File: src/rtl/fb_arbiter.sv
module fb_arbiter #(
  parameter int CYC_CLKS = 4
) (
  input  logic clk,
  input  logic rst_n,
  input  logic disp_req,
  input  logic draw_req,
  input  logic mode_il,
  input  logic prio_disp,
  output logic disp_gnt,
  output logic draw_gnt,
  output logic disp_wide,
  output logic pix4,
  output logic cyc_start
);

  localparam int PW = (CYC_CLKS > 2) ? $clog2(CYC_CLKS) : 1;
  localparam logic [PW-1:0] LAST = PW'(CYC_CLKS - 1);

  logic [PW-1:0] phase;
  logic          turn_draw;
  logic          nxt_disp, nxt_draw;
  logic          boundary;

  assign boundary  = (phase == LAST);
  assign cyc_start = (phase == '0);
  assign disp_wide = disp_gnt & pix4;

  always_comb begin
    if (mode_il) begin
      nxt_disp = ~turn_draw & disp_req;
      nxt_draw =  turn_draw & draw_req;
    end else if (prio_disp) begin
      nxt_disp = disp_req;
      nxt_draw = draw_req & ~disp_req;
    end else begin
      nxt_disp = disp_req & ~draw_req;
      nxt_draw = draw_req;
    end
  end

  always_ff @(posedge clk or negedge rst_n) begin
    if (!rst_n) begin
      phase     <= '0;
      disp_gnt  <= 1'b0;
      draw_gnt  <= 1'b0;
      pix4      <= 1'b0;
      turn_draw <= 1'b0;
    end else begin
      phase <= boundary ? '0 : phase + 1'b1;
      if (boundary) begin
        disp_gnt  <= nxt_disp;
        draw_gnt  <= nxt_draw;
        pix4      <= mode_il;
        turn_draw <= mode_il & ~turn_draw;
      end
    end
  end

endmodule

File: config.mk
export PLATFORM = sky130hd
export DESIGN_NAME = fb_arbiter
export DESIGN_NICKNAME = d
export VERILOG_FILES = /design/src/rtl/fb_arbiter.sv
export SDC_FILE = /design/constraint.sdc
export NUM_CORES = 1
export LEC_CHECK = 0
export ABC_AREA = 1
export BUFFER_PORTS_ARGS = -buffer_cell sky130_fd_sc_hd__buf_4
export CORE_AREA = 3 3 40 42
export DETAILED_ROUTE_END_ITERATION = 8
export DIE_AREA = 0 0 43 45
export SETUP_SLACK_MARGIN = 0.4
export SYNTH_ARGS = -nofsm -noshare
export SYNTH_HDL_FRONTEND = slang
export SYNTH_SLANG_ARGS = --single-unit
File: constraint.sdc
create_clock -name clk -period 1.1 [get_ports clk]
set_clock_uncertainty 0.05 [all_clocks]
set_input_delay 0.22 -clock clk [delete_from_list [all_inputs] [get_ports clk]]
set_output_delay 0.22 -clock clk [all_outputs]
set_load 0.02 [all_outputs]
## Word-level counts from Yosys, hierarchy flattened

Cells that the tools add are included.
Widths: inputs -> output; s select.

- Bits in registers: 6
- Bits of input ports: 6
- Output and inout bits: 5
- Logic and storage cells: 22

- Add/sub/neg operators: 1
- Eq/ne operators: 1
- Mux-type cells: 5
- Bitwise gates (word level): 9
- Reduce and logical (&&, ||, !) cells: 1

Operator list:

| operator | number |
|---|---|
| $and 1x1->1 | 6 |
| $mux 1 | 4 |
| $not 1->1 | 3 |
| $add 2x1->2 const B | 1 |
| $eq 2x2->1 const B | 1 |
| $logic_not 2->1 | 1 |
| $mux 2 | 1 |

## Logic depth before layout (Yosys ltp)

Gate-level depths: netlist of run 1.

- Word-level depth: 4
- Gate-level depth with buffers: 5
- Gate-level depth less buffers: 5

## Worst setup path after synthesis of run 1

Ideal clock, no wire load.

- Path kind: flip-flop to flip-flop
- Start: register phase[0]
- End: register disp_gnt
- Library setup time: 116 ps
- Data arrival time: 785 ps
- Data required time: 934 ps
- Path slack: 149 ps
- Stages on the path, launching flop included: 6
- Buffers on the path: 0
- Path through: dfrtp_1 > ha_1 > nand2_1 > nor2_1 > nand2_1 > nand2_1

- Cells in the longest elaborated chain, start to end: 1

RTL lines:

| element | RTL line | source |
|---|---|---|
| from (decl) | 20 | `logic [PW-1:0] phase;` |
| from (signal assigned) | 50 | `phase <= boundary ? '0 : phase + 1'b1;` |
| $eq 2x2->1 | 25 | `assign boundary = (phase == LAST);` |
| to (signal assigned) | 52 | `disp_gnt <= nxt_disp;` |
| to (decl) | 10 | `output logic disp_gnt,` |

No other way between the ends.
A chain may end at the register's enable or synchronous reset.

## Worst setup path in the final report of run 1

- Start: register phase[1]
- End: output cyc_start

- Cells in the longest elaborated chain, start to end: 1

RTL lines:

| element | RTL line | source |
|---|---|---|
| $logic_not 2->1 | 26 | `assign cyc_start = (phase == '0);` |
| to (decl) | 14 | `output logic cyc_start` |

No other way between the ends.

==> metrics.md, run 1 <==
| Metric | Value |
|---|---|
| Antenna violations before repair | `0` |
| Clk root buf | `clkbuf_4` |
| Vias per cell | `3.90` |
| Routed Antenna Nets | `0` |
| Drt drc | `0` |
| P&R area growth vs syn | `75.9%` |
| First-pass DRT Iterations | `4` |
| Worst path bufs/invs | `2` |
| Worst Setup End Kind | `output port` |
| Syn Nets | `44` |
| Core box area | `0.00128 mm^2` |
| Post-route minimum period | `1.18 ns` |
| CP arrival | `0.91 ns` |
| Worst-path fanout max | `2` |
| Seq pwr share | `44.4%` |
| Global-route wire length before repair | `1.04 mm` |
| Wirelength, routed | `580 um` |
| Max Cap Violations | `0` |
| Reg-to-reg setup timing slack | `0.05 ns` |
| Final-stage net count | `64` |
| Net Sw Frac | `23.6%` |
| Cell internal pwr | `0.000414 W` |
| CTS tree | `done` |
| PwrDens | `1080 mW/mm^2` |
| # diodes | `0` |
| Max Slew Vio Count | `0` |
| Overall Global Routing Usage | `7.21%` |
| Max frequency | `849 MHz` |
| Layout cells sized above 1 | `50.9%` |
| Hold Fails Final Rpt | `0` |
| Drt wl/cell | `8.29 um` |
| Clk Latency, worst-skew pair | `0.23 ns` |
| Delay-heaviest family, CP | `flip-flops` |
| Setup TNS | `-0.133 ns` |
| Finish-stage setup viols | `2` |
| WP data required | `0.83 ns` |
| Unrepaired setup endpoints after global routing | `yes` |
| Peak supply drop | `0.595 mV` |
| Status | `complete, but fails checks` |
| GPL Wtd Cong | `0.711` |
| Clock sink count | `6` |
| Seq cells post-synth | `6` |
| Synth Cell Area | `285 um^2` |
| GRT overflow | `0` |
| Period utilization | `107%` |
| Crit-path cells | `inv_2 -> ha_4 -> buf_6` |
| Distinct cells, synth | `7` |
| Synth warnings | `0` |
| Final cell count without fillers | `70` |
| Worst slack at placement | `0.0900 ns` |
| Die width | `43 um` |
| Cell count after synthesis | `36` |
| Crit-path slowest cell | `dfrtp_1` |
| I/O pins | `11` |
| Failing checks | `negative setup slack` |
| Largest stage delay on the critical path | `0.37 ns` |
| CP Launch Type | `flop` |
| Port bufs | `10` |
| Clock Power Share | `40.6%` |
| Vias in the first global route | `288` |
| Die area | `0.00194 mm^2` |
| Dpl cells | `61` |
| Detailed-placement wirelength estimate | `449 um` |
| H-tree levels | `1` |
| Num CTS Buffers | `3` |
| Slew of the pin with the lowest slew margin | `0.139 ns` |
| Initial Utilization | `22.2%` |
| Largest net degree at the start of global routing | `7` |
| Fill cell count | `138` |
| Initial drt markers | `6` |
| Clock Pin Slew Worst Setup and Hold Paths | `0.05 ns` |
| Row count | `13` |
| Synthesized area per cell | `7.92 um^2` |
| Hold Crit Class | `input pin to flop` |
| Static leakage | `0.270 nW` |
| Crit path kind | `flop to output port` |
| Die Ht | `45 um` |
| Vias | `273` |
| Psw | `0.000128 W` |
| CTS max path bufs | `2` |
| Seq/Total Area, Yosys | `52.6%` |
| PnR worst setup slack | `-0.0772 ns` |
| Relative slew slack | `90.6%` |
| Comb pwr share | `15.0%` |
-- routing by layer --
| layer | part of all wire, % | GRT usage [%] | vias to the layer above |
|---|---|---|---|
| met5 | 0 | 0 | - |
| met4 | 0 | 1.81 | 0 |
| met3 | 7.6 | 3.59 | 0 |
| met2 | 45 | 12.0 | 10 |
| met1 | 47 | 8.35 | 122 |
| li1 | - | - | 141 |
-- sequential cells by signal, summed over array words and instances, names as in the netlist --
signal     cells
draw_gnt       1
pix4           1
turn_draw      1
phase          2
disp_gnt       1
-- power groups by stage --
stage,combinational [W],sequential [W],clock (W)
after global routing,0.0000892,0.000242,0.000243
after CTS,0.0000821,0.000240,0.000229
after detailed placement,0.0000652,0.000242,0
final,0.0000814,0.000240,0.000220
after global placement,0.0000640,0.000242,0
after floorplan,0.0000189,0.000250,0
-- cells in the mapped netlist --
cell | count | share of area, %
ha_1 | 2 | 8.8
nand3b_1 | 1 | 2.6
dfrtp_1 | 6 | 53
nand2_1 | 17 | 22
inv_1 | 7 | 9.2
o21ai_0 | 1 | 1.8
nor2_1 | 2 | 2.6
-- cell usage in the layout, fill, tap and decap left out, types with 2 or more instances in the layout --
master / netlist / routed
clkbuf_4: 0 / 3
dfrtp_2: 0 / 2
inv_2: 0 / 3
dfrtp_1: 6 / 4
ha_4: 0 / 2
inv_1: 7 / 3
buf_4: 0 / 9
buf_6: 0 / 5
nand2_2: 0 / 2
nand2_1: 17 / 15
-- kinds of logic after synthesis --
family	share of synthesized area [%]
AO/OA/AOI/OAI	1.75
adder cells (fa/ha/maj)	8.77
buffers and inverters	9.21
flip-flops	52.6
AND/OR/NAND/NOR	27.6
-- through the flow --
step           utilization [%]  hold WS, ns  total power, W  cell area (um^2)
4_1_cts                   39.0        0.158        0.000551               502
2_1_floorplan                -       -0.126        0.000269               303
3_3_place_gp              30.9      -0.0196        0.000306               397
6_report                  39.0        0.162        0.000542               502
3_5_place_dp              30.9      -0.0178        0.000307               397
5_1_grt                   39.0        0.177        0.000573               502
-- worst min-delay path, delay by kind of cell --
family	cells	cell delay (ns)
simple gates	2	0.11
buf+inv	1	0.10
-- worst paths after layout --
kind,startpoint,to,depth (start not counted)
max in group asynchronous,rst_n,turn_draw,2
min in group asynchronous,rst_n,draw_gnt,2
min,mode_il,pix4,3
min reg2reg,turn_draw,turn_draw,1
max reg2reg,phase[0],draw_gnt,6
max,phase[1],cyc_start,3
-- final cells by class --
cell class	instances	area (um^2)	area share (%)
tap	15	18.8	3.74
multi-input combinational	23	141	28.2
sequential	6	153	30.4
inverter	7	28.8	5.74
timing repair buffer	15	134	26.7
clock buffer	4	26.3	5.24
-- timing repair --
action	4_1_cts	5_1_grt
hold buffers	1	0
gates resized for setup	13	0
setup endpoints to repair	11	11
pin swaps	1	0
setup buffers	4	0
endpoints found under the hold margin	6	0
(Power assumes the default switching activity.)
==> inputs of run 2 (changes only) <==
- ABC_AREA: 1 -> default
- PLACE_DENSITY: default -> 0.42
==> metrics.md, run 2 <==
| Metric | Value |
|---|---|
| Status | `complete, but fails checks` |
| Failing checks | `negative setup slack` |
| Max Cap Violations | `0 (unchanged)` |
| Detailed-placement wirelength estimate | `512 um (+14%)` |
| WP data required | `0.83 ns (about the same)` |
| Count leader, synth | `dfrtp_1` |
| Compound-Gate Fraction of Synth Area | `7.08% (+5.3 points)` |
| Clk root buf | `clkbuf_4` |
| CTS tree | `done` |
| Synthesized area per cell | `11.8 um^2 (+49%)` |
| Layout cells sized above 1 | `55.0% (+4.1 points)` |
| Final-stage net count | `50 (-22%)` |
| Peak supply drop | `0.397 mV (-33%)` |
| Routed Antenna Nets | `0 (unchanged)` |
| Drt wl/cell | `11.5 um (+38%)` |
| Vias | `232 (-15%)` |
| Num CTS Buffers | `3 (unchanged)` |
| CP arrival | `0.93 ns (+0.02 ns)` |
| Net Sw Frac | `22.6% (-0.95 points)` |
| Multi-input gate area | `134 um^2 (-5.3%)` |
| Final core utilization | `36.3% (-2.7 points)` |
| Synth Cell Area | `283 um^2 (-0.88%)` |
| Setup TNS | `-0.252 ns (-0.119 ns)` |
| Drt drc | `0 (unchanged)` |
| Post-synthesis xor/xnor area fraction | `0% (unchanged)` |
| Synth Area in Simple Gates | `17.7% (-9.9 points)` |
| Worst Setup End Kind | `output port` |
| Distinct cells, synth | `14 (+7)` |
| Die area | `0.00194 mm^2 (unchanged)` |
| Dpl cells | `50 (-18%)` |
| Comb pwr share | `16.8% (+1.8 points)` |
| Syn Nets | `32 (-27%)` |
| Vias in the first global route | `234 (-19%)` |
| Cell internal pwr | `0.000408 W (-1.6%)` |
| CP Launch Type | `flop` |
| P&R area growth vs syn | `65.0%` |
| First-pass DRT Iterations | `1 (-3)` |
| Largest family of logic cells by synthesized area | `simple AND/OR/NAND/NOR gates` |
| Antenna violations before repair | `0 (unchanged)` |
| FF+latch area | `150 um^2 (-1.6%)` |
| CTS max path bufs | `2 (unchanged)` |
| Seq/Total Area, Yosys | `53.1% (+0.47 points)` |
| Die width | `43 um (unchanged)` |
| PwrDens | `1130 mW/mm^2 (+4.5%)` |
| H-tree levels | `1 (unchanged)` |
| Unrepaired setup endpoints after global routing | `yes` |
| Period utilization | `109% (+2.2 points)` |
| Min Hold Slack | `0.192 ns (+0.0301 ns)` |
| Final cell count without fillers | `55 (-21%)` |
| Seq pwr share | `45.4% (+1.0 points)` |
| Dominant synthesized flop cell | `dfrtp_1` |
| Crit path kind | `flop to output port` |
| Synth top area cells | `dfrtp_1, ha_1, a41o_1` |
| Commonest non-fill, non-tap cell in the layout | `buf_4` |
| PnR worst setup slack | `-0.102 ns (-0.0244 ns)` |
| GPL Wtd Cong | `0.737 (+3.7%)` |
| Largest stage delay on the critical path | `0.37 ns (about the same)` |
| Die Ht | `45 um (unchanged)` |
| Max frequency | `832 MHz (-2.0%)` |
| Yosys top cell area share | `53.1% (+0.47 points)` |
| Largest register FFs | `2 (unchanged)` |
| EDFF count, synth | `0 (unchanged)` |
| Port bufs | `10 (unchanged)` |
| Clock sink count | `6 (unchanged)` |
| Leading area contributor after synthesis | `dfrtp_1` |
| Initial drt markers | `0 (-6)` |
| Initial Utilization | `22.0% (-0.19 points)` |
| Largest net degree at the start of global routing | `7 (unchanged)` |
| Max Slew Vio Count | `0 (unchanged)` |
| Row count | `13 (unchanged)` |
| Vias per cell | `4.22 (+8.2%)` |
| Crit-path cells | `inv_2 -> ha_4 -> buf_6` |
| Worst-path fanout max | `3 (+1)` |
| Psw | `0.000119 W (-6.7%)` |
| Cell count after synthesis | `24 (-33%)` |
| Commonest non-fill, non-tap cells in the layout | `buf_4, dfrtp_1, buf_6, clkbuf_4` |
| # diodes | `0 (unchanged)` |
| Post-Synth Adder-Cell Area | `8.85% (+0.078 points)` |
| Hold Fails Final Rpt | `0 (unchanged)` |
| Fill cell count | `135 (-2.2%)` |
| Clock Pin Slew Worst Setup and Hold Paths | `0.05 ns (about the same)` |
| Clock Power Share | `37.7% (-2.9 points)` |
| Hold Crit Class | `input pin to flop` |
| Post-synthesis mux area share | `7.52% (+7.5 points)` |
| Synth cell count leaders | `dfrtp_1, inv_1, a41o_1, ha_1, nor2b_1` |
| I/O pins | `11 (unchanged)` |
| Most flops, register | `phase` |
| Crit-path slowest cell | `dfrtp_1` |
| Slew of the pin with the lowest slew margin | `0.131 ns (-0.00792 ns)` |
| Synth warnings | `0 (unchanged)` |
| Ys async rst share | `100% (unchanged)` |
| Worst slack at placement | `-0.0260 ns (-0.116 ns)` |
| Global-route wire length before repair | `1.03 mm (-0.68%)` |
| Static leakage | `0.233 nW (-14%)` |
| Clk Latency, worst-skew pair | `0.24 ns (about the same)` |
| Wirelength, routed | `630 um (+8.6%)` |
| Seq cells post-synth | `6 (unchanged)` |
| Finish-stage setup viols | `5 (+3)` |
| Overall Global Routing Usage | `8.03% (+0.82 points)` |
| GRT overflow | `0 (unchanged)` |
| Post-route minimum period | `1.20 ns (+0.0244 ns)` |
| Relative slew slack | `91.0% (+0.38 points)` |
| Core box area | `0.00128 mm^2 (unchanged)` |
run 2: per-stage QoR:
step / total power, W / cell area (um^2)
final: 0.000527 / 467
after global routing: 0.000565 / 467
after CTS: 0.000543 / 467
after detailed placement: 0.000316 / 404
after global placement: 0.000313 / 404
after floorplan: 0.000272 / 309
run 2: cells by family after synthesis:
group           after synthesis
compound gates                2
fa+ha+maj                     2
buf+inv                       4
flops                         6
mux                           2
simple gates                  8
run 2: final cells by class:
type / count / share of cell area [%]
flip-flops and latches: 6 / 32.2
repair buffers: 14 / 27.9
well taps: 15 / 4.02
multi-input cells: 14 / 28.7
clock buffers: 3 / 4.83
inverters: 3 / 2.41
run 2: path summary, 6_finish.rpt:
path / end / from / cells past startpoint / slack (ns)
setup / recovery: cyc_start / phase[0] / 3 / -0.10
hold / removal: disp_gnt / disp_req / 2 / 0.19
setup reg to reg: pix4 / phase[0] / 2 / -0.04
hold reg to reg: phase[0] / phase[0] / 1 / 0.43
max in group asynchronous: draw_gnt / rst_n / 2 / 0.61
min in group asynchronous: disp_gnt / rst_n / 2 / 0.27
run 2: repair_timing:
item	CTS	global route
pin swaps	1	0
hold buffers	1	0
setup buffers	1	0
endpoints found under the hold margin	6	0
gates resized for setup	8	0
setup endpoints to repair	11	11
run 2: critical path, delay by kind of cell, from the launching register on:
kind       cells  cell delay [ns]
flops          1             0.37
buf+inv        2             0.18
fa+ha+maj      1             0.15
run 2: per-layer routing:
metal	wire (um)	vias up	track usage, %	part of all wire, %
met5	0	-	0	0
met4	0	0	5.42	0
met3	41	0	5.98	6.5
met2	325	7	11.7	52
met1	263	114	8.07	42
li1	-	111	-	-
run 2: power by group through the flow:
| stage | sequential (W) | combinational (W) | clock (W) |
|---|---|---|---|
| floorplan | 0.000249 | 0.0000233 | 0 |
| global placement | 0.000240 | 0.0000726 | 0 |
| detailed placement | 0.000242 | 0.0000737 | 0 |
| CTS | 0.000239 | 0.0000903 | 0.000213 |
| global route | 0.000240 | 0.0000956 | 0.000230 |
| finish | 0.000239 | 0.0000887 | 0.000199 |
==> inputs of run 3 (changes only) <==
- PLACE_DENSITY: 0.42 -> 0.49
==> metrics.md, run 3 (same netlist as run 2, synthesis figures left out) <==
| Metric | Value |
|---|---|
| Crit path kind | `flop to output port` |
| Antenna violations before repair | `0 (unchanged)` |
| Placement Cell Area | `404 um^2 (unchanged)` |
| Relative slew slack | `92.6% (+1.6 points)` |
| Overall Global Routing Usage | `6.96% (-1.1 points)` |
| Die Ht | `45 um (unchanged)` |
| Worst Hold End | `disp_gnt` |
| Vias in the first global route | `251 (+7.3%)` |
| Max Slew Vio Count | `0 (unchanged)` |
| Setup TNS | `-0.327 ns (-0.0747 ns)` |
| Clk Latency, worst-skew pair | `0.24 ns (about the same)` |
| Met2 global-route usage | `12.6% (+0.90 points)` |
| Met3 Usage GRT | `5.98% (unchanged)` |
| Worst hold path stage count | `2 (unchanged)` |
| Max frequency | `827 MHz (-0.65%)` |
| GR peak layer | `met2` |
| Worst Setup End Kind | `output port` |
| Finish-stage setup viols | `5 (unchanged)` |
| R2R depth | `2 (unchanged)` |
| Hold Fails Final Rpt | `0 (unchanged)` |
| # diodes | `0 (unchanged)` |
| Status | `complete, but fails checks` |
| CTS tree | `done` |
| R2r endpoint | `pix4` |
| Unrepaired setup endpoints after global routing | `yes` |
| Crit-path slowest cell | `dfrtp_1` |
| CP arrival | `0.94 ns (about the same)` |
| Final-stage net count | `51 (+2.0%)` |
| Clk root buf | `clkbuf_4` |
| PwrDens | `1100 mW/mm^2 (-2.2%)` |
| Core box area | `0.00128 mm^2 (unchanged)` |
| Vias per cell | `4.32 (+2.4%)` |
| Largest stage delay on the critical path | `0.38 ns (about the same)` |
| P&R area growth vs syn | `69.0%` |
| Fill cell count | `131 (-3.0%)` |
| Wirelength, routed | `581 um (-7.8%)` |
| Commonest non-fill, non-tap cells in the layout | `buf_4, buf_6, dfrtp_1, clkbuf_4` |
| Total power | `0.000527 W (+0.14%)` |
| Static leakage | `0.239 nW (+2.6%)` |
| Clock Pin Slew Worst Setup and Hold Paths | `0.04 ns (about the same)` |
| Post-route minimum period | `1.21 ns (+0.00784 ns)` |
| Crit-path cells | `inv_2 -> ha_4 -> buf_6` |
| Final core utilization | `37.2% (+0.88 points)` |
| Failing checks | `negative setup slack` |
| Vias | `242 (+4.3%)` |
| CTS max path bufs | `2 (unchanged)` |
| Max Cap Violations | `0 (unchanged)` |
| Final instance area | `478 um^2 (+2.4%)` |
| PnR worst setup slack | `-0.109 ns (-0.00784 ns)` |
| Port bufs | `10 (unchanged)` |
| Peak supply drop | `0.654 mV (+65%)` |
| Routed Antenna Nets | `0 (unchanged)` |
| Hold Crit Class | `input pin to flop` |
| Reg-to-reg setup timing slack | `-0.04 ns (about the same)` |
| Num CTS Buffers | `3 (unchanged)` |
| Worst-path fanout max | `3 (unchanged)` |
| Worst reg2reg path startpoint | `phase[0]` |
| CP Launch Type | `flop` |
| Layout cells sized above 1 | `56.1% (+1.1 points)` |
| Clock sink count | `6 (unchanged)` |
| Initial drt markers | `1 (+1)` |
| GPL Wtd Cong | `0.739 (+0.23%)` |
| I/O pins | `11 (unchanged)` |
| GRT overflow | `0 (unchanged)` |
| Largest register FFs | `2 (unchanged)` |
| Die area | `0.00194 mm^2 (unchanged)` |
| H-tree levels | `1 (unchanged)` |
| Met1 Usage GRT | `5.67% (-2.4 points)` |
| Die width | `43 um (unchanged)` |
| HP Start | `disp_req` |
| Drt wl/cell | `10.4 um (-9.4%)` |
| Largest net degree at the start of global routing | `7 (unchanged)` |
| Most flops, register | `phase` |
| Period utilization | `110% (+0.71 points)` |
| Global-route wire length before repair | `931 um (-9.4%)` |
| Row count | `13 (unchanged)` |
| Worst slack at placement | `-0.0277 ns (-0.00168 ns)` |
| Slew of the pin with the lowest slew margin | `0.108 ns (-0.0234 ns)` |
| Initial Utilization | `22.0% (unchanged)` |
| Drt drc | `0 (unchanged)` |
| WP data required | `0.83 ns (about the same)` |
| First-pass DRT Iterations | `4 (+3)` |
-- run 3: routing by layer --
layer | vias up | wire, um
met5 | - | 0
met4 | 0 | 0
li1 | 115 | -
met3 | 0 | 57
met1 | 118 | 204
met2 | 9 | 319
-- run 3: power breakdown --
part,internal [W],leakage (nW),switching [W]
combinational,0.0000565,0.152,0.0000356
clock,0.000123,0.0138,0.0000738
sequential,0.000232,0.0731,0.00000698
total,0.000411,0.239,0.000116
-- run 3: stage by stage --
stage	hold slack, ns	cells
final	0.193	56
after global routing	0.196	56
after CTS	0.185	55
after detailed placement	-0.0187	50
after global placement	-0.0176	50
after floorplan	-0.126	24
-- run 3: area by class of cell --
class	count	area, um^2	share of cell area (%)
Clock buffer	3	22.5	4.71
Inverter	3	11.3	2.36
Multi-Input combinational cell	14	134	28.0
Sequential cell	6	150	31.4
Tap cell	15	18.8	3.93
Timing Repair Buffer	15	141	29.6
-- run 3: worst max path at each step --
stage	depth (start not counted)	slack [ns]	start	to
2_1_floorplan	3	-0.03	phase[0]	pix4
3_3_place_gp	2	-0.02	phase[0]	pix4
3_5_place_dp	2	-0.03	phase[0]	pix4
4_1_cts	3	-0.12	phase[0]	cyc_start
5_1_grt	3	-0.16	phase[0]	cyc_start
6_report	3	-0.11	phase[0]	cyc_start
-- run 3: repair_timing --
action                                 CTS  global route
buffers inserted                         1             1
setup endpoints to repair               11            11
hold buffers                             1             0
endpoints found under the hold margin    6             0
pin swaps                                1             1
gates resized for setup                  8             1
-- run 3: critical path, delay by kind of cell (launching register included) --
kind                     cells  cell delay (ns)
flip-flops                   1             0.38
adder cells (fa/ha/maj)      1             0.15
buffers and inverters        2             0.18
